===== src/rtl/dpl_pkg.sv =====
package dpl_pkg;
  localparam int M_W     = 9;
  localparam int N_W     = 2;
  localparam int T_W     = 2;
  localparam int FRAME_W = T_W + N_W + M_W;

  // Field order equals the serial frame order, MSB first.
  typedef struct packed {
    logic [T_W-1:0] t;
    logic [N_W-1:0] n;
    logic [M_W-1:0] m;
  } cfg_t;
endpackage


===== src/rtl/dpl_sync.sv =====
module dpl_sync #(
  parameter int          W       = 1,
  parameter int          STAGES  = 2,
  parameter logic [W-1:0] RST_VAL = '0
) (
  input  logic         clk,
  input  logic         rst_n,
  input  logic [W-1:0] d,
  output logic [W-1:0] q
);
  logic [W-1:0] stg_q [STAGES];
  logic [W-1:0] stg_d [STAGES];

  always_comb begin
    stg_d[0] = d;
    for (int i = 1; i < STAGES; i++) stg_d[i] = stg_q[i-1];
  end

  always_ff @(posedge clk or negedge rst_n) begin
    if (!rst_n) begin
      for (int i = 0; i < STAGES; i++) stg_q[i] <= RST_VAL;
    end else begin
      for (int i = 0; i < STAGES; i++) stg_q[i] <= stg_d[i];
    end
  end

  assign q = stg_q[STAGES-1];
endmodule


===== src/rtl/dpl_edge.sv =====
module dpl_edge #(
  parameter int           W       = 1,
  parameter logic [W-1:0] RST_VAL = '0
) (
  input  logic         clk,
  input  logic         rst_n,
  input  logic [W-1:0] lvl,
  output logic [W-1:0] rise
);
  logic [W-1:0] prev_q;

  always_ff @(posedge clk or negedge rst_n) begin
    if (!rst_n) prev_q <= RST_VAL;
    else        prev_q <= lvl;
  end

  assign rise = lvl & ~prev_q;
endmodule


===== src/rtl/dpl_shift.sv =====
module dpl_shift
  import dpl_pkg::*;
(
  input  logic               clk,
  input  logic               rst_n,
  input  logic               shift_en,
  input  logic               din,
  output logic [FRAME_W-1:0] sh_q,
  output logic [FRAME_W-1:0] sh_nx
);
  always_comb begin
    sh_nx = sh_q;
    if (shift_en) sh_nx = {sh_q[FRAME_W-2:0], din};
  end

  always_ff @(posedge clk or negedge rst_n) begin
    if (!rst_n) sh_q <= '0;
    else        sh_q <= sh_nx;
  end
endmodule


===== src/rtl/dpl_cfg_reg.sv =====
module dpl_cfg_reg
  import dpl_pkg::*;
#(
  parameter int DEF_M = 16,
  parameter int DEF_N = 0
) (
  input  logic               clk,
  input  logic               rst_n,
  input  logic               par_take,
  input  logic [M_W-1:0]     par_m,
  input  logic [N_W-1:0]     par_n,
  input  logic               ser_xfer,
  input  logic               ser_follow,
  input  logic [FRAME_W-1:0] sh_q,
  input  logic [FRAME_W-1:0] sh_nx,
  output cfg_t               cfg_q
);
  localparam cfg_t CFG_DEF = '{t: '0, n: N_W'(DEF_N), m: M_W'(DEF_M)};

  cfg_t cfg_d;

  always_comb begin
    cfg_d = cfg_q;
    if (par_take) begin
      cfg_d.t = '0;
      cfg_d.n = par_n;
      cfg_d.m = par_m;
    end else if (ser_xfer) begin
      cfg_d = cfg_t'(sh_q);
    end else if (ser_follow) begin
      cfg_d = cfg_t'(sh_nx);
    end
  end

  always_ff @(posedge clk or negedge rst_n) begin
    if (!rst_n) cfg_q <= CFG_DEF;
    else        cfg_q <= cfg_d;
  end
endmodule


===== src/rtl/dpl_test_mux.sv =====
module dpl_test_mux
  import dpl_pkg::*;
(
  input  logic [T_W-1:0] sel,
  input  logic           ser_in,
  input  logic           fb_clk,
  input  logic           o_clk,
  output logic           y
);
  always_comb begin
    unique case (sel)
      2'b01:   y = ser_in;
      2'b10:   y = fb_clk;
      2'b11:   y = o_clk;
      default: y = 1'b0;
    endcase
  end
endmodule


===== src/rtl/dpl_prog_if.sv =====
module dpl_prog_if
  import dpl_pkg::*;
#(
  parameter int DEF_M       = 16,
  parameter int DEF_N       = 0,
  parameter int M_MIN       = 8,
  parameter int M_MAX       = 28,
  parameter int SYNC_STAGES = 2
) (
  input  logic           clk,
  input  logic           rst_n,
  input  logic           par_load_n,
  input  logic [M_W-1:0] par_m_i,
  input  logic [N_W-1:0] par_n_i,
  input  logic           ser_clk,
  input  logic           ser_data,
  input  logic           ser_load,
  input  logic           fb_div_clk,
  input  logic           out_clk,
  output logic [M_W-1:0] m_val,
  output logic [N_W-1:0] n_code,
  output logic           test_out,
  output logic           m_range_err
);
  localparam int          STB_W   = 3;
  localparam logic [2:0]  STB_RST = 3'b100; // {par_load_n, ser_load, ser_clk}

  logic [STB_W-1:0]   stb_s, stb_rise;
  logic               data_s;
  logic               par_hi, par_rise, ld_s, ld_rise, sclk_rise;
  logic               ser_ok, shift_en, follow_en, par_take, xfer_en;
  logic [FRAME_W-1:0] sh_q, sh_nx;
  cfg_t               cfg_q;

  dpl_sync #(.W(STB_W), .STAGES(SYNC_STAGES), .RST_VAL(STB_RST)) u_stb_sync (
    .clk(clk), .rst_n(rst_n),
    .d({par_load_n, ser_load, ser_clk}), .q(stb_s)
  );

  dpl_sync #(.W(1), .STAGES(SYNC_STAGES), .RST_VAL(1'b0)) u_data_sync (
    .clk(clk), .rst_n(rst_n), .d(ser_data), .q(data_s)
  );

  dpl_edge #(.W(STB_W), .RST_VAL(STB_RST)) u_stb_edge (
    .clk(clk), .rst_n(rst_n), .lvl(stb_s), .rise(stb_rise)
  );

  assign par_hi    = stb_s[2];
  assign ld_s      = stb_s[1];
  assign par_rise  = stb_rise[2];
  assign ld_rise   = stb_rise[1];
  assign sclk_rise = stb_rise[0];

  // Mode decode: the parallel path wins; a load edge blocks a shift in its cycle.
  always_comb begin
    par_take  = !par_hi || par_rise;
    ser_ok    = !par_take;
    xfer_en   = ser_ok && ld_rise;
    shift_en  = ser_ok && sclk_rise && !ld_rise;
    follow_en = shift_en && ld_s;
  end

  dpl_shift u_shift (
    .clk(clk), .rst_n(rst_n), .shift_en(shift_en), .din(data_s),
    .sh_q(sh_q), .sh_nx(sh_nx)
  );

  dpl_cfg_reg #(.DEF_M(DEF_M), .DEF_N(DEF_N)) u_cfg (
    .clk(clk), .rst_n(rst_n),
    .par_take(par_take), .par_m(par_m_i), .par_n(par_n_i),
    .ser_xfer(xfer_en), .ser_follow(follow_en),
    .sh_q(sh_q), .sh_nx(sh_nx), .cfg_q(cfg_q)
  );

  dpl_test_mux u_tmux (
    .sel(cfg_q.t), .ser_in(data_s), .fb_clk(fb_div_clk), .o_clk(out_clk),
    .y(test_out)
  );

  assign m_val       = cfg_q.m;
  assign n_code      = cfg_q.n;
  assign m_range_err = (cfg_q.m < M_W'(M_MIN)) || (cfg_q.m > M_W'(M_MAX));
endmodule


===== config.mk =====
export PLATFORM = sky130hd
export DESIGN_NAME = dpl_prog_if
export DESIGN_NICKNAME = d
export VERILOG_FILES = /design/src/rtl/dpl_pkg.sv /design/src/rtl/dpl_sync.sv /design/src/rtl/dpl_edge.sv /design/src/rtl/dpl_shift.sv /design/src/rtl/dpl_cfg_reg.sv /design/src/rtl/dpl_test_mux.sv /design/src/rtl/dpl_prog_if.sv
export SDC_FILE = /design/constraint.sdc
export NUM_CORES = 1
export LEC_CHECK = 0
export BUFFER_PORTS_ARGS = -buffer_cell sky130_fd_sc_hd__buf_2
export CORE_MARGIN = 8
export CORE_UTILIZATION = 48
export CTS_CLUSTER_DIAMETER = 30
export DETAILED_ROUTE_END_ITERATION = 8
export GPL_TIMING_DRIVEN = 0
export MAX_ROUTING_LAYER = met4
export PLACE_DENSITY = 0.71
export RECOVER_POWER = 50
export REMOVE_ABC_BUFFERS = 1
export SYNTH_ARGS = -nofsm -noshare
export SYNTH_HDL_FRONTEND = slang
export SYNTH_SLANG_ARGS = --single-unit

===== constraint.sdc =====
create_clock -name clk -period 3.7 [get_ports clk]
set_input_delay 0.185 -clock clk [delete_from_list [all_inputs] [get_ports clk]]
set_output_delay 0.185 -clock clk [all_outputs]
set_load 0.1 [all_outputs]

==> summary.txt <==
Place
  • # port buffers: 31
  • Final estimated routing congestion in global placement: 0.723
  • HPWL after detailed placement: 2240 um
  • Dpl ws: 1.47 ns

Setup path
  • Worst Reg-to-Reg Cells: 3
  • CP required: 3.93 ns
  • CP startpoint kind: flip-flop
  • Register-to-Register Setup Slack: 1.47 ns
  • Critical R2R Launch: u_stb_sync.q[1]$_DFF_PN0_
  • Worst Path Max Fanout: 17
  • Crit Reg-Reg Endpoint: u_shift.sh_q[0]$_DFF_PN0_
  • CP Data Arrival Time: 2.46 ns
  • Critical Path End Type: flip-flop
  • WS Path Type: flip-flop to flip-flop

Synth
  • Flops & latches, synth: 37
  • Area of the mapped netlist: 1670 sq um
  • Mapped Cells: 124
  • Synthesized area per cell: 13.4 sq um
  • Synth top area share: 49.5%
  • Sequential fraction of the synthesis area: 55.9%
  • Cell taking the most area after synthesis: dfrtp_1
  • Post-synth cell types: 23
  • Ys Warns: 0
  • Largest cells by area after synthesis: dfrtp_1, mux2_4, dfstp_2, a2bb2oi_1, o211ai_1

STA
  • Min cycle time layout: 2.23 ns
  • Final worst setup slack: 1.47 ns
  • F_max: 448 MHz
  • RSZ-0062 raised after global routing: no
  • Setup TNS: 0 ns
  • Setup Skew: 0.00605 ns
  • Setup violators final: 0
  • Final period utilization: 60.4%
  • Worst slew pin tran: 1.89 ns
  • Max Slew Vio Count: 38
  • Max-slew headroom at the worst pin: -26.2%
  • Final hold violations: 0

Pwr
  • Sw Pwr: 0.296 mW
  • Lkg Pwr: 0.846 nW
  • VDD IR max: 0.000279 V
  • Comb power frac: 21.8%
  • Power per Cell Area: 489 nW/um^2
  • Internal power: 0.607 mW
  • Sequential Power Share: 51.8%
  • Clock power frac: 26.4%
  • Sw Ratio: 32.8%

Global route
  • Met2 GRT Util: 21.3%
  • First-pass GRT wire length: 5540 um
  • Gr ovfl total: 0
  • Number of antenna violations at the first check in global routing: 0
  • Grt met3 use: 3.20%
  • GRT Util Overall: 13.4%
  • Vias in the first global route: 1187
  • Routing usage on met1: 15.7%
  • Busiest layer in global routing: met2
  • Largest net degree at the start of global routing: 38

Status
  • Failing checks: max-capacitance violations, max-slew violations
  • Status: complete, but fails checks

Drt
  • Total Wirelength: 3260 um
  • Via density: 5.56
  • Detailed Routing Iterations Pass 1: 3
  • Detailed Route Iter0 Violations: 83
  • Post-DRT Antenna Nets: 0
  • Detailed-route via count: 1074
  • Residual DRC: 0
  • DR WL/cell: 16.9 um

Clock tree
  • Post_cts resized: 0
  • CTS tree: done
  • TritonCTS Buffers: 5
  • Worst skew pair latency: 0.34 ns
  • Post-CTS setup buffers: 0
  • Clk slew on worst S/H paths: 0.11 ns
  • Clk root buf: clkbuf_4
  • H-tree levels: 2
  • Max Root-Sink Buffers: 2
  • Total clock sinks: 37

Die
  • Starting density of the core: 49.9%
  • Vert. Die Dim: 74.9 um
  • Chip width: 74.9 um
  • Ports: 32
  • Std-Cell Rows: 21
  • Core box area: 3340 sq um
  • Die area: 5610 sq um

Layout
  • Commonest non-fill, non-tap cell in the layout: dfrtp_1
  • Layout cells sized above 1: 38.1%
  • Layout area overhead: 10.7%
  • Reg area: 931 sq um
  • Core Util, Final: 55.3%
  • Diodes inserted: 0
  • Fill cells: 297
  • Most frequent cells in the layout: dfrtp_1, buf_2, o211ai_1, a22oi_1, a2bb2oi_1
  • Multi-input gate area: 583 sq um
  • Nets: 165

Run
  • MaxCap Viol Count: 1

Min path
  • Min-Delay Path Class: input pin to flip-flop
  • Hold Path Stages: 3
  • Hold Path Origin: par_m_i[5]
  • Endpoint, Worst Hold: u_cfg.cfg_q[5]$_DFFE_PN0P_
[cell usage after synthesis]
master	n
buf_4	11
nand3b_1	1
and2_4	1
buf_2	1
buf_6	2
dfrtp_1	33
a21oi_1	2
nand2_1	3
nand3_1	1
mux2i_1	2
mux2_2	4
a2bb2oi_1	11
nor4_1	1
o211ai_1	12
clkbuf_1	6
a22oi_1	11
buf_12	1
o21ai_0	3
nand2b_1	1
mux2_4	10
o2111ai_1	1
and4b_1	2
dfstp_2	4
[how the worst max path moves through the flow]
| stage | to | cells after the start | slack [ns] | startpoint |
|---|---|---|---|---|
| after floorplan | test_out | 2 | 1.02 | u_cfg.cfg_q[11]$_DFFE_PN0P_ |
| after global placement | u_shift.sh_q[1]$_DFF_PN0_ | 3 | 1.53 | u_stb_sync.q[1]$_DFF_PN0_ |
| after detailed placement | u_shift.sh_q[12]$_DFF_PN0_ | 3 | 1.47 | u_stb_sync.q[1]$_DFF_PN0_ |
| after CTS | u_shift.sh_q[12]$_DFF_PN0_ | 3 | 1.46 | u_stb_sync.q[1]$_DFF_PN0_ |
| after global routing | u_cfg.cfg_q[12]$_DFFE_PN0P_ | 2 | 1.25 | rst_n |
| final | u_shift.sh_q[0]$_DFF_PN0_ | 3 | 1.47 | u_stb_sync.q[1]$_DFF_PN0_ |
[cell type report]
cell class                 instances  share of cell area, %
multi-input combinational         66                   31.6
timing repair buffer              36                   11.1
sequential                        37                   50.4
clock buffer                       7                   3.53
tap                               46                   3.12
clock inverter                     1                  0.271
[per-stage QoR]
step / hold WS [ns] / instances / power, mW / instance area, sq um
finish: 0.153 / 193 / 0.902 / 1850
global route: 0.162 / 193 / 0.948 / 1850
CTS: 0.144 / 193 / 0.913 / 1850
detailed placement: 0.292 / 180 / 0.670 / 1730
global placement: 0.292 / 180 / 0.665 / 1730
floorplan: -0.111 / 103 / 0.621 / 1510
[power groups by stage]
stage               clock network (mW)  logic (mW)  registers, mW
finish                           0.238       0.197          0.467
global route                     0.268       0.207          0.473
CTS                              0.246       0.199          0.468
detailed placement                   0       0.195          0.475
global placement                     0       0.192          0.473
floorplan                            0      0.0642          0.557
[cell families after synthesis]
family,count (synthesis),synth area share (%)
simple gates,10,3.90
compound gates,40,18.2
buf+inv,21,9.16
mux,16,12.9
flops,37,55.9
[repair_timing]
| item | CTS | global route |
|---|---|---|
| endpoints found under the setup margin | 0 | 0 |
| endpoints found under the hold margin | 37 | 0 |
| hold buffers | 5 | 0 |
[registers in the layout (all words and copies together) (netlist names)]
| name | flops |
|---|---|
| u_stb_sync.stg_d | 3 |
| u_data_sync.q | 1 |
| u_data_sync.stg_d | 1 |
| u_stb_edge.prev_q | 3 |
| u_stb_sync.q | 3 |
| u_cfg.cfg_q | 13 |
| u_shift.sh_q | 13 |
[metal layers]
layer,vias to the layer above,share of wire [%]
met2,22,48
met1,543,46
met5,-,0
met4,0,1.8
li1,501,-
met3,8,3.8
[worst max-delay path: stages (launching register included)]
cell and delay, ns:
dfrtp_1 0.42, nand2b_1 0.47, and4b_1 0.83, mux2_2 0.41
No activity file was read; power rests on OpenSTA's default activity.
